$ cat src/rtl/irqc_pkg.sv
// Package: shared layout constants for the interrupt combiner.
// Assumes a 32-bit register split into two 16-bit halves.
package irqc_pkg;
    localparam int unsigned REG_W    = 32;
    localparam int unsigned HALF_W   = 16;
    localparam int unsigned LANE_W   = 8;
    localparam int unsigned N_LANES  = REG_W / LANE_W;
endpackage

$ cat src/rtl/irqc_src_slice.sv
// irqc_src_slice: storage for one source, an enable flop and a sticky pending flop.
// Assumes the parent has already combined the write request with the byte strobe
// of the lane that holds each bit.
module irqc_src_slice (
    input  logic clk,
    input  logic rst_n,
    input  logic en_wr,
    input  logic en_d,
    input  logic pend_wr,
    input  logic pend_d,
    input  logic src,
    output logic en_q,
    output logic pend_q
);
    // Enable flop: plain read/write bit.
    always_ff @(posedge clk) begin
        if (!rst_n)     en_q <= 1'b0;
        else if (en_wr) en_q <= en_d;
    end

    // Pending flop: set by the source, cleared by a write of 1; a set beats a clear.
    always_ff @(posedge clk) begin
        if (!rst_n) pend_q <= 1'b0;
        else        pend_q <= src | (pend_q & ~(pend_wr & pend_d));
    end
endmodule

$ cat src/rtl/irqc_out_reg.sv
// irqc_out_reg: reduces the enabled pending bits to one registered level request.
// Assumes en and pend are aligned bit for bit.
module irqc_out_reg #(
    parameter int unsigned N = 7
) (
    input  logic         clk,
    input  logic         rst_n,
    input  logic [N-1:0] en,
    input  logic [N-1:0] pend,
    output logic         irq_q
);
    // Output flop: high while any enabled source is pending.
    always_ff @(posedge clk) begin
        if (!rst_n) irq_q <= 1'b0;
        else        irq_q <= |(en & pend);
    end
endmodule

$ cat src/rtl/irq_combiner.sv
// irq_combiner: combines NUM_SRC sticky interrupt sources into one level request.
// Enables sit at bits SRC_BASE.. of the low half. Pending bits sit 16 positions
// higher and clear when written with 1.
// Assumes SRC_BASE + NUM_SRC <= 16. Reads return the live register contents.
module irq_combiner #(
    parameter int unsigned NUM_SRC  = 7,
    parameter int unsigned SRC_BASE = 0
) (
    input  logic               clk,
    input  logic               rst_n,
    input  logic               reg_wr,
    input  logic [3:0]         reg_be,
    input  logic [31:0]        reg_wdata,
    output logic [31:0]        reg_rdata,
    input  logic [NUM_SRC-1:0] src_in,
    output logic               irq_out
);
    import irqc_pkg::*;

    localparam int unsigned TOP_BIT = SRC_BASE + NUM_SRC;

    logic [NUM_SRC-1:0] en_vec;
    logic [NUM_SRC-1:0] pend_vec;

    initial begin
        if (TOP_BIT > HALF_W) $error("irq_combiner: sources overflow the enable half");
    end

    for (genvar i = 0; i < NUM_SRC; i++) begin : g_src
        localparam int unsigned EN_POS = SRC_BASE + i;
        localparam int unsigned PD_POS = EN_POS + HALF_W;
        localparam int unsigned EN_LN  = EN_POS / LANE_W;
        localparam int unsigned PD_LN  = PD_POS / LANE_W;

        irqc_src_slice u_slice (
            .clk     (clk),
            .rst_n   (rst_n),
            .en_wr   (reg_wr & reg_be[EN_LN]),
            .en_d    (reg_wdata[EN_POS]),
            .pend_wr (reg_wr & reg_be[PD_LN]),
            .pend_d  (reg_wdata[PD_POS]),
            .src     (src_in[i]),
            .en_q    (en_vec[i]),
            .pend_q  (pend_vec[i])
        );
    end

    // Read mux: place both fields at their configured positions, zeros elsewhere.
    always_comb begin
        reg_rdata = '0;
        reg_rdata[SRC_BASE +: NUM_SRC]          = en_vec;
        reg_rdata[SRC_BASE + HALF_W +: NUM_SRC] = pend_vec;
    end

    irqc_out_reg #(.N(NUM_SRC)) u_out (
        .clk   (clk),
        .rst_n (rst_n),
        .en    (en_vec),
        .pend  (pend_vec),
        .irq_q (irq_out)
    );
endmodule

$ cat config.mk
export PLATFORM = sky130hd
export DESIGN_NAME = irq_combiner
export DESIGN_NICKNAME = d
export VERILOG_FILES = /design/src/rtl/irqc_pkg.sv /design/src/rtl/irqc_src_slice.sv /design/src/rtl/irqc_out_reg.sv /design/src/rtl/irq_combiner.sv
export SDC_FILE = /design/constraint.sdc
export NUM_CORES = 1
export LEC_CHECK = 0
export ABC_AREA = 1
export BUFFER_PORTS_ARGS = -buffer_cell sky130_fd_sc_hd__buf_2
export CAP_MARGIN = 20
export CORE_AREA = 2 2 54 56
export CTS_CLUSTER_SIZE = 24
export DETAILED_ROUTE_END_ITERATION = 6
export DIE_AREA = 0 0 56 58
export PLACE_DENSITY_LB_ADDON = 0.1
export SETUP_SLACK_MARGIN = 0.4
export SYNTH_ARGS = -nofsm -noshare
export SYNTH_HDL_FRONTEND = slang
export SYNTH_HIERARCHICAL = 1
export SYNTH_SLANG_ARGS = --single-unit
$ cat constraint.sdc
create_clock -name clk -period 0.8 [get_ports clk]
set_input_delay 0.04 -clock clk [delete_from_list [all_inputs] [get_ports clk]]
set_output_delay 0.04 -clock clk [all_outputs]
set_load 0.005 [all_outputs]
==> parameters.txt, run 1 <==
Parameter                              Value

Place
  Placed wire-length estimate after detailed placement ... about 1300 µm
  Pre-CTS setup slack ... around 0.045 ns
  Port Buffer Count ... 40
  Placed instance area ... approximately 980 µm²
  Placer congestion estimate ... 0.6675

GRT
  Initial antenna violation count ... 0
  Largest net degree at the start of global routing ... 16
  Number of global-route vias before repair ... 607
  Overall overflow remaining after global route ... 0
  Global-route wire length before repair ... between 2000 and 3000 µm
  GRT Util Overall ... 10.20%

STA
  Number of failing hold endpoints at the final stage ... 12
  Timing-limited maximum frequency ... 1271 MHz
  Final count of pins violating max slew ... 0
  Final Critical Period ... 0.7868 ns
  Final TNS setup ... 0 ns
  Number of setup violations in the final report ... 0
  Final worst-path cycle share ... 98.35%
  Least setup slack across all paths after layout ... ~0.013 ns
  Unrepaired setup endpoints after global routing ... true
  Final worst hold slack ... -0.01937 ns
  Setup Skew ... 0.003321 ns

Logic synthesis
  Synthesized area ... around 800 µm²
  Synthesized instance count ... 116
  Synth area leader ... dfxtp_1
  Share of the yosys chip area belonging to registers ... between 30% and 40%
  Synthesized area per cell ... 6.860 µm²
  Count of distinct cell types in the synthesized netlist ... 8
  Area share of the largest cell type after synthesis ... 37.74%
  Top post-synthesis cells by area ... dfxtp_1 (38%), buf_4 (17%), nand2_1 (12%)
  Flip-flop and latch count after synthesis ... 15
  Yosys warning count ... 6

Route
  Vias after detailed routing ... 733
  Wire length reported by the detailed router ... ~1700 µm
  Via density ... 3.818
  Number of nets still failing antenna checks after routing ... 0
  Count of unresolved DRC violations after routing ... 0
  First-pass iteration count of the detailed router ... 2
  Average wire per cell in the routed design ... 9.057 µm
  Violation count after the first detailed-route iteration ... 4

Floorplan
  Number of top-level pins ... 79
  Height of the die ... 58 µm
  Placeable core region ... 2663 µm²
  Effective utilization at floorplan ... 29.89%
  Floorplan die width ... 56 µm
  Die Area ... 3248 µm²
  # rows ... 19

Worst setup path
  CP startpoint kind ... flip-flop
  Category of cells accounting for the largest share of critical-path delay ... flip-flops
  Arrival time of the worst setup path ... around 0.75 ns
  Required time of the critical path ... 0.76 ns
  Worst Path Max Fanout ... 3
  Worst path slowest cell ... dfxtp_2
  Cell depth of the worst flop-to-flop path ... 4
  Cell-by-cell listing of the critical path ... buf_2
  Crit path kind ... flip-flop to primary output
  Count of buffer and inverter cells on the critical path ... 1
  Startpoint of the worst register-to-register path ... g_src[0].u_slice/en_q
  Critical path depth ... 1
  R2R Path End ... u_out/irq_q
  R2r setup slk ... 0.07 ns
  Delay of the slowest cell on the worst path ... 0.36 ns
  Worst Setup End Kind ... primary output

Run status
  Outcome ... finished, violations left
  Failing checks ... hold timing

Clocking
  Longest Clk Path Bufs ... 2
  Clock sinks ... 15
  Worst-path clk slew ... 0.09 ns
  Clock insertion delay at the later pin of the skew report ... 0.27 ns
  CTS tree ... yes
  Number of buffers created by CTS ... 3
  Clock root buffer ... clkbuf_4
  Maximum level of the CTS H-tree ... 1

Min path
  Hold-critical path depth ... 3
  Hold Path Class ... input pin to flip-flop
  Worst hold endpoint ... g_src[5].u_slice/en_q
  Start point of the worst min-delay path ... reg_wdata[5]

Cells and area
  Area of all placed cells without fillers ... 1066 µm²
  Area added between synthesis and finish ... 33.96%
  Post-layout nets ... between 200 and 250
  Fraction of final layout cells sized beyond drive strength 1 ... between 40% and 50%
  Most frequent standard cell in the layout excluding fill and tap cells ... buf_2
  Commonest cells after routing, fill and taps aside ... buf_2 (38), inv_1 (24), nand2_1 (23)
  Diode count ... 0

Power and ir drop
  Power, Total ... 1.595 mW
  Peak supply drop ... ~700 µV
  Static leakage ... roughly 0.63 nW
  Power density cells ... 1496 nW/µm²

Flow run
  Number of maximum-capacitance violations ... 0
## synth_stat cells, drive strengths merged
cell / number
inv: 25
buf: 18
nor2: 16
a21oi: 8
dfxtp: 15
o21ai: 7
conb: 1
nand2: 26
## how the worst max path moves through the flow
stage,from,endpoint,slack (ns)
after global routing,g_src[1].u_slice/pend_q,reg_rdata[17],-0.02
after detailed placement,reg_wr,g_src[4].u_slice/pend_q,0.05
after global placement,reg_wr,g_src[1].u_slice/pend_q,0.05
after floorplan,g_src[3].u_slice/en_q,u_out/irq_q,0.11
after CTS,g_src[1].u_slice/pend_q,reg_rdata[17],0.009
final,g_src[2].u_slice/pend_q,reg_rdata[18],0.01
## layout make-up
type / instances / area (µm²)
fillers: 319 / 1597
flip-flops and latches: 15 / 317.8
inverters: 25 / 93.84
clock buffers: 4 / 26.28
well taps: 31 / 38.79
multi-input cells: 75 / 361.6
repair buffers: 42 / 227.7
## flip-flops by register name, indices dropped and copies added, names as in the netlist
name	flops
g_src.u_slice/pend_q	7
g_src.u_slice/en_q	7
u_out/irq_q	1
## where the power goes
group | total (mW) | switching, mW | internal [mW]
Clock | 0.428 | 0.235 | 0.193
Combinational | 0.315 | 0.164 | 0.152
Sequential | 0.852 | 0.0414 | 0.811
Total | 1.60 | 0.440 | 1.16
## stage by stage
| stage | utilization (%) | instances | hold slack (ns) |
|---|---|---|---|
| after floorplan | - | 133 | 0.1541 |
| after global placement | 36.84 | 186 | 0.2640 |
| after detailed placement | 36.84 | 186 | 0.2690 |
| after CTS | 38.44 | 190 | -0.02897 |
| after global routing | 40.04 | 192 | -0.02644 |
| final | 40.04 | 192 | -0.01937 |
## timing repair
action | CTS | global route
gates resized for setup | 6 | 7
setup endpoints to repair | 30 | 30
pin swaps | 4 | 0
hold endpoints to repair | 14 | 11
setup buffers | 0 | 2
## logic make-up (layout without fill, tap and decap cells)
family | Yosys count | in the layout | share of synthesized area [%]
buf+inv | 43 | 71 | 28.77
simple gates | 42 | 42 | 19.81
compound gates | 15 | 15 | 13.21
flops | 15 | 15 | 37.74
other cells | 1 | 18 | 0.4712
## layer usage
| metal | vias to the layer above | share of wire, % | GRT usage (%) |
|---|---|---|---|
| li1 | 395 | - | - |
| met1 | 309 | 41 | 11.95 |
| met2 | 27 | 51 | 17.14 |
| met3 | 2 | 6.4 | 1.563 |
| met4 | 0 | 1.6 | 7.143 |
| met5 | - | 0 | 0 |
Power figures use the tool's default switching activity.
==> inputs of run 2 (changes only) <==
--- a/config.mk
+++ b/config.mk
@@ -12,8 +12,8 @@
 export CTS_CLUSTER_SIZE = 24
 export DETAILED_ROUTE_END_ITERATION = 6
 export DIE_AREA = 0 0 56 58
+export GPL_ROUTABILITY_DRIVEN = 0
 export PLACE_DENSITY_LB_ADDON = 0.1
-export SETUP_SLACK_MARGIN = 0.4
 export SYNTH_ARGS = -nofsm -noshare
 export SYNTH_HDL_FRONTEND = slang
 export SYNTH_HIERARCHICAL = 1
==> constraint.sdc (replaced) <==
create_clock -name clk -period 0.8 [get_ports clk]
set_input_delay 0.04 -clock clk [delete_from_list [all_inputs] [get_ports clk]]
set_output_delay 0.04 -clock clk [all_outputs]
set_load 0.01 [all_outputs]
==> run 2 against run 1 <==
Design area grew 23%. Clock power grew 5.1%. The run ends with setup timing left. Power grew 11%.
==> parameters.txt, run 2 (synthesis results as in run 1) <==
Parameter                              Value

Run status
  Outcome ... finished, violations left (unchanged)
  Failing checks ... setup timing (was hold timing)

Worst setup path
  Worst Setup End Kind ... primary output (unchanged)
  Category of cells accounting for the largest share of critical-path delay ... flip-flops (unchanged)
  Crit path kind ... flip-flop to primary output (unchanged)
  Count of buffer and inverter cells on the critical path ... 1 (unchanged)
  Delay of the slowest cell on the worst path ... 0.37 ns (was 0.36 ns)
  Worst Path Max Fanout ... 3 (unchanged)
  Worst path slowest cell ... dfxtp_2 (unchanged)
  Required time of the critical path ... 0.76 ns (about the same)
  Cell-by-cell listing of the critical path ... buf_6 (was buf_2)
  Arrival time of the worst setup path ... 0.76 ns (was 0.75 ns)
  CP startpoint kind ... flip-flop (unchanged)

Power and ir drop
  Static leakage ... 0.7196 nW (was 0.6263 nW)
  Sequential group share of total power ... 48.6% (was 53.4%)
  Peak supply drop ... 919.3 µV (was 698.3 µV)
  Power, Total ... 1.764 mW (was 1.595 mW)
  Portion of total power attributed to the clock network ... 25.5% (was 26.8%)
  Combinational power share ... 25.8% (was 19.8%)
  Switching share of power ... 29.33% (was 27.56%)
  Power density cells ... 1345 nW/µm² (was 1496 nW/µm²)
  Power dissipated by switching net loads ... 0.5174 mW (was 0.4396 mW)
  Internal power ... 1.247 mW (was 1.156 mW)

STA
  Final worst-path cycle share ... 100.3% (was 98.35%)
  Final Critical Period ... 0.8026 ns (was 0.7868 ns)
  Final count of pins violating max slew ... 0 (unchanged)
  Setup Skew ... 0.01390 ns (was 0.003321 ns)
  Least setup slack across all paths after layout ... -0.002558 ns (was 0.01317 ns)
  Unrepaired setup endpoints after global routing ... true (unchanged)
  Final worst hold slack ... 0.09134 ns (was -0.01937 ns)
  Number of setup violations in the final report ... 3 (was 0)
  Timing-limited maximum frequency ... 1246 MHz (was 1271 MHz)
  Number of failing hold endpoints at the final stage ... 0 (was 12)

Cells and area
  Fraction of final layout cells sized beyond drive strength 1 ... 37.78% (was 48.45%)
  Diode count ... 0 (unchanged)
  Commonest cells after routing, fill and taps aside ... nand2_1 (26), buf_2 (26), inv_1 (25) (was buf_2 (38), inv_1 (24), nand2_1 (23))
  Number of filler instances in the final layout ... 276 (was 319)
  Post-layout nets ... 227 (was 208)
  Non-filler cells in the finished layout ... 211 (was 192)
  Area added between synthesis and finish ... 64.78% (was 33.96%)
  Largest registers ranked by flip-flop count ... g_src.u_slice/en_q x7, g_src.u_slice/pend_q x7, u_out/irq_q x1 (unchanged)

Clocking
  Clock sinks ... 15 (unchanged)
  Clock insertion delay at the later pin of the skew report ... 0.29 ns (was 0.27 ns)
  Number of buffers created by CTS ... 3 (unchanged)
  Clock root buffer ... clkbuf_4 (unchanged)
  Maximum level of the CTS H-tree ... 1 (unchanged)
  CTS tree ... yes (unchanged)
  Longest Clk Path Bufs ... 2 (unchanged)
  Worst-path clk slew ... 0.11 ns (was 0.09 ns)

GRT
  GRT Util Overall ... 12.87% (was 10.20%)
  Largest net degree at the start of global routing ... 16 (unchanged)
  Global-route wire length before repair ... 3277 µm (was 2539 µm)
  Number of global-route vias before repair ... 785 (was 607)
  Initial antenna violation count ... 0 (unchanged)
  Overall overflow remaining after global route ... 0 (unchanged)

Place
  Placed wire-length estimate after detailed placement ... 1260 µm (was 1321 µm)
  Port Buffer Count ... 40 (unchanged)
  Pre-CTS setup slack ... -0.03206 ns (was 0.04546 ns)
  Placed cell count ... 186 (unchanged)

Route
  Average wire per cell in the routed design ... 9.284 µm (was 9.057 µm)
  Via density ... 3.858 (was 3.818)
  Vias after detailed routing ... 814 (was 733)
  Number of nets still failing antenna checks after routing ... 0 (unchanged)
  First-pass iteration count of the detailed router ... 4 (was 2)
  Violation count after the first detailed-route iteration ... 7 (was 4)
  Count of unresolved DRC violations after routing ... 0 (unchanged)
  Wire length reported by the detailed router ... 1959 µm (was 1739 µm)

Floorplan
  Number of top-level pins ... 79 (unchanged)
  Floorplan die width ... 56 µm (unchanged)
  Height of the die ... 58 µm (unchanged)
  Effective utilization at floorplan ... 29.89% (unchanged)
  # rows ... 19 (unchanged)
  Placeable core region ... 2663 µm² (unchanged)
  Die Area ... 3248 µm² (unchanged)

Min path
  Hold Path Class ... input pin to flip-flop (unchanged)

Flow run
  Number of maximum-capacitance violations ... 0 (unchanged)
## run 2: power groups by stage
stage | Combinational [mW] | Clock, mW | Sequential [mW]
4_1_cts | 0.441 | 0.474 | 0.855
3_5_place_dp | 0.321 | 0 | 0.852
6_report | 0.456 | 0.450 | 0.858
5_1_grt | 0.510 | 0.518 | 0.868
3_3_place_gp | 0.315 | 0 | 0.852
2_1_floorplan | 0.218 | 0 | 0.876
## run 2: layer usage
layer	track usage, %	share of wire, %
met1	14.54	44
met2	23.87	49
met3	4.464	7.1
met4	2.041	0
met5	0	0
## run 2: cell type report
class	count	area, µm²	area share (%)
well taps	31	38.79	2.958
multi-input cells	75	335.3	25.57
clock buffers	3	22.52	1.718
flip-flops and latches	15	317.8	24.24
repair buffers	61	498.0	37.98
inverters	25	93.84	7.156
clock inverters	1	5.005	0.3817
## run 2: path summary, 6_finish.rpt
kind / from / end / slack (ns) / cells past startpoint
setup / recovery: g_src[4].u_slice/pend_q / reg_rdata[20] / -0.003 / 1
hold / removal: rst_n / g_src[4].u_slice/pend_q / 0.09 / 3
setup reg to reg: g_src[4].u_slice/en_q / u_out/irq_q / 0.04 / 4
hold reg to reg: g_src[2].u_slice/pend_q / g_src[2].u_slice/pend_q / 0.49 / 2
## run 2: what timing repair did
action	CTS	global route
gates resized for setup	25	5
hold buffers	21	0
setup endpoints to repair	14	16
buffers inserted	0	0
pin swaps	0	2
endpoints found under the hold margin	14	0
## run 2: through the flow
step | TNS, ns | cell area [µm²] | utilization [%]
after global routing | -0.5441 | 1311 | 49.25
after CTS | -0.08032 | 1287 | 48.36
after detailed placement | -0.1782 | 963.4 | 36.18
final | -0.005108 | 1311 | 49.25
after global placement | 0 | 963.4 | 36.18
after floorplan | 0 | 859.6 | -
==> inputs of run 3 (changes only) <==
--- a/config.mk
+++ b/config.mk
@@ -5,13 +5,13 @@
 export SDC_FILE = /design/constraint.sdc
 export NUM_CORES = 1
 export LEC_CHECK = 0
-export ABC_AREA = 1
+export ABC_AREA = 0
 export BUFFER_PORTS_ARGS = -buffer_cell sky130_fd_sc_hd__buf_2
 export CAP_MARGIN = 20
-export CORE_AREA = 2 2 54 56
+export CORE_AREA = 2 2 52 54
 export CTS_CLUSTER_SIZE = 24
 export DETAILED_ROUTE_END_ITERATION = 6
-export DIE_AREA = 0 0 56 58
+export DIE_AREA = 0 0 54 56
 export GPL_ROUTABILITY_DRIVEN = 0
 export PLACE_DENSITY_LB_ADDON = 0.1
 export SYNTH_ARGS = -nofsm -noshare
==> run 3 against run 2 <==
The run still ends with setup timing left. Maximum frequency decreased by 9.3%. Non-clock buffer count decreased by 1. Register-to-register slack got worse by 0.12 ns. Worst setup slack got worse by 0.082 ns. Sequential share of layout area increased by 1.9 points. Clock-buffer cell count unchanged. Synthesized cell count decreased by 34%. Critical path depth increased by 1. Clock skew decreased by 0.0028 ns. Flip-flop and latch count unchanged.
==> parameters.txt, run 3 <==
Parameter                              Value

Run status
  Outcome ... finished, violations left (unchanged)
  Failing checks ... setup timing (unchanged)

GRT
  Number of global-route vias before repair ... 701 (was 785)
  Overall overflow remaining after global route ... 0 (unchanged)
  GRT Util Overall ... 13.57% (was 12.87%)
  Initial antenna violation count ... 0 (unchanged)
  Largest net degree at the start of global routing ... 16 (unchanged)
  Global-route wire length before repair ... 2967 µm (was 3277 µm)

Cells and area
  Fraction of final layout cells sized beyond drive strength 1 ... 47.48% (was 37.78%)
  Diode count ... 0 (unchanged)
  Final Util ... 49.90% (was 49.25%)
  Post-layout nets ... 186 (was 227)
  Area added between synthesis and finish ... 71.99% (was 64.78%)
  Sequential Area ... 317.8 µm² (unchanged)
  Number of filler instances in the final layout ... 241 (was 276)
  Most frequent standard cell in the layout excluding fill and tap cells ... buf_2
  Area of all placed cells without fillers ... 1214 µm² (was 1311 µm²)
  Largest registers ranked by flip-flop count ... g_src.u_slice/en_q x7, g_src.u_slice/pend_q x7, u_out/irq_q x1 (unchanged)
  Non-filler cells in the finished layout ... 169 (was 211)
  Multi-input combinational cell area ... 304.0 µm² (was 335.3 µm²)
  Commonest cells after routing, fill and taps aside ... buf_2 (27), buf_6 (19), conb_1 (18) (was nand2_1 (26), buf_2 (26), inv_1 (25))

Worst setup path
  Crit path kind ... flip-flop to flip-flop (was flip-flop to primary output)
  Required time of the critical path ... 0.97 ns (was 0.76 ns)
  Worst Path Max Fanout ... 3 (unchanged)
  CP startpoint kind ... flip-flop (unchanged)
  Category of cells accounting for the largest share of critical-path delay ... compound AO/OA/AOI/OAI gates (was flip-flops)
  Delay of the slowest cell on the worst path ... 0.34 ns (was 0.37 ns)
  Count of buffer and inverter cells on the critical path ... 0 (was 1)
  Worst path slowest cell ... a222oi_1 (was dfxtp_2)
  Arrival time of the worst setup path ... 1.05 ns (was 0.76 ns)
  Worst Setup End Kind ... flip-flop (was primary output)
  Cell-by-cell listing of the critical path ... a222oi_1 > a31oi_1 (was buf_6)

Place
  Placed cell count ... 152 (was 186)
  Port Buffer Count ... 40 (unchanged)
  Pre-CTS setup slack ... -0.1034 ns (was -0.03206 ns)
  Placed instance area ... 938.4 µm² (was 963.4 µm²)
  Placed wire-length estimate after detailed placement ... 1328 µm (was 1260 µm)

Flow run
  Number of maximum-capacitance violations ... 0 (unchanged)

Floorplan
  Effective utilization at floorplan ... 29.01% (was 29.89%)
  Placeable core region ... 2432 µm² (was 2663 µm²)
  Floorplan die width ... 54 µm (was 56 µm)
  # rows ... 18 (was 19)
  Height of the die ... 56 µm (was 58 µm)
  Die Area ... 3024 µm² (was 3248 µm²)
  Number of top-level pins ... 79 (unchanged)

Route
  Wire length reported by the detailed router ... 1824 µm (was 1959 µm)
  Vias after detailed routing ... 701 (was 814)
  Violation count after the first detailed-route iteration ... 7 (unchanged)
  First-pass iteration count of the detailed router ... 4 (unchanged)
  Via density ... 4.148 (was 3.858)
  Average wire per cell in the routed design ... 10.79 µm (was 9.284 µm)
  Number of nets still failing antenna checks after routing ... 0 (unchanged)
  Count of unresolved DRC violations after routing ... 0 (unchanged)

Logic synthesis
  Top post-synthesis cells by count ... buf_4 (18), dfxtp_1 (15), a31oi_1 (8), inv_1 (8) (was nand2_1 (26), inv_1 (25), buf_4 (18))
  Synth Area in Compound Gates ... 15.60% (was 13.21%)
  Ys async rst share ... 0% (unchanged)
  Synth area leader ... dfxtp_1 (unchanged)
  Fraction of synthesized cell area in xor and xnor cells ... 0% (unchanged)
  Synthesized area ... 705.7 µm² (was 795.8 µm²)
  Proportion of synthesized area in mux cells ... 9.929% (was 0%)
  Count of distinct cell types in the synthesized netlist ... 11 (was 8)
  Area share of the largest cell type after synthesis ... 42.55% (was 37.74%)
  Synthesized area per cell ... 9.285 µm² (was 6.860 µm²)
  Post-synthesis adder-cell area fraction ... 0% (unchanged)
  Synthesized-area fraction occupied by and/or/nand/nor cells ... 7.979% (was 19.81%)
  Yosys warning count ... 6 (unchanged)
  Flip-flop cell with the highest count after synthesis ... dfxtp_1 (unchanged)
  Synthesized instance count ... 76 (was 116)
  Count of flip-flops with a built-in enable after synthesis ... 0 (unchanged)
  Dominant combinational cell family by area after synthesis ... buffers and inverters (unchanged)
  Top post-synthesis cells by area ... dfxtp_1 (43%), buf_4 (19%), mux2i_1 (9.9%) (was dfxtp_1 (38%), buf_4 (17%), nand2_1 (12%))
  Most frequently used cell type in the post-synthesis netlist ... buf_4 (was nand2_1)
  Share of the yosys chip area belonging to registers ... 42.55% (was 37.74%)
  Flip-flop and latch count after synthesis ... 15 (unchanged)

Clocking
  Worst-path clk slew ... 0.10 ns (was 0.11 ns)
  Longest Clk Path Bufs ... 2 (unchanged)
  Clock insertion delay at the later pin of the skew report ... 0.28 ns (was 0.29 ns)
  CTS tree ... yes (unchanged)
  Clock root buffer ... clkbuf_4 (unchanged)
  Number of buffers created by CTS ... 3 (unchanged)
  Clock sinks ... 15 (unchanged)
  Maximum level of the CTS H-tree ... 1 (unchanged)

STA
  Unrepaired setup endpoints after global routing ... true (unchanged)
  Timing-limited maximum frequency ... 1131 MHz (was 1246 MHz)
  Final Critical Period ... 0.8844 ns (was 0.8026 ns)
  Final TNS setup ... -0.4453 ns (was -0.005108 ns)
  Number of failing hold endpoints at the final stage ... 0 (unchanged)
  Final worst hold slack ... 0.01378 ns (was 0.09134 ns)
  Setup Skew ... 0.01111 ns (was 0.01390 ns)
  Final count of pins violating max slew ... 0 (unchanged)
  Number of setup violations in the final report ... 7 (was 3)
  Least setup slack across all paths after layout ... -0.08442 ns (was -0.002558 ns)
  Final worst-path cycle share ... 110.6% (was 100.3%)

Power and ir drop
  Peak supply drop ... 814.3 µV (was 919.3 µV)
  Power, Total ... 1.690 mW (was 1.764 mW)
  Static leakage ... 0.5992 nW (was 0.7196 nW)
  Power density cells ... 1393 nW/µm² (was 1345 nW/µm²)

Min path
  Hold Path Class ... input pin to flip-flop (unchanged)
-- run 3: changes by cell type in the layout (fill, tap and decap cells not counted), sizes merged, moves of 8 or more --
cell         previous run  this run
nor2                   16         0
nand2                  26         0
buf                    40        48
a21oi                   8         0
dlygate4sd3            21        12
inv                    25         8
a31oi                   0         8
-- run 3: final cells by class --
cell class                      count  area share, %
Timing Repair Buffer               60          40.93
Sequential cell                    15          26.19
Multi-Input combinational cell     52          25.05
Tap cell                           30          3.093
Inverter                            8          2.474
Clock buffer                        3          1.856
Clock inverter                      1         0.4124
-- run 3: logic make-up (layout without fill, tap and decap cells) --
kind of cell    count (synthesis)  in the layout
compound gates                 18             18
buf+inv                        26             72
simple gates                    9              9
mux                             7              7
other cells                     1             18
flops                          15             15
-- run 3: timing repair --
item	in CTS	in global routing
gates resized for setup	32	0
setup buffers	1	0
endpoints found under the hold margin	7	0
endpoints found under the setup margin	15	17
hold buffers	12	0
-- run 3: routing by layer --
layer	track usage, %	up-vias	wire [µm]
met1	14.38	322	696
li1	-	350	-
met2	23.87	27	1002
met4	8.571	0	19
met5	0	-	0
met3	1.882	2	105
-- run 3: tightest hold or removal path, delay by kind of cell --
family,cells,cell delay (ns)
buffers and inverters,1,0.07
multiplexers,1,0.05
AND/OR/NAND/NOR,1,0.10
-- run 3: path summary, 6_finish.rpt --
path | startpoint | to | slack (ns) | cells after the start
setup / recovery | g_src[3].u_slice/pend_q | u_out/irq_q | -0.08 | 2
setup reg to reg | g_src[3].u_slice/pend_q | u_out/irq_q | -0.08 | 2
hold / removal | reg_wdata[4] | g_src[4].u_slice/en_q | 0.01 | 3
hold reg to reg | g_src[3].u_slice/pend_q | g_src[3].u_slice/pend_q | 0.54 | 2
-- run 3: report_power, final --
| group | total [mW] | internal [mW] | switching, mW |
|---|---|---|---|
| registers | 0.843 | 0.804 | 0.0387 |
| logic | 0.416 | 0.244 | 0.172 |
| clock network | 0.432 | 0.186 | 0.246 |
| total | 1.69 | 1.23 | 0.457 |
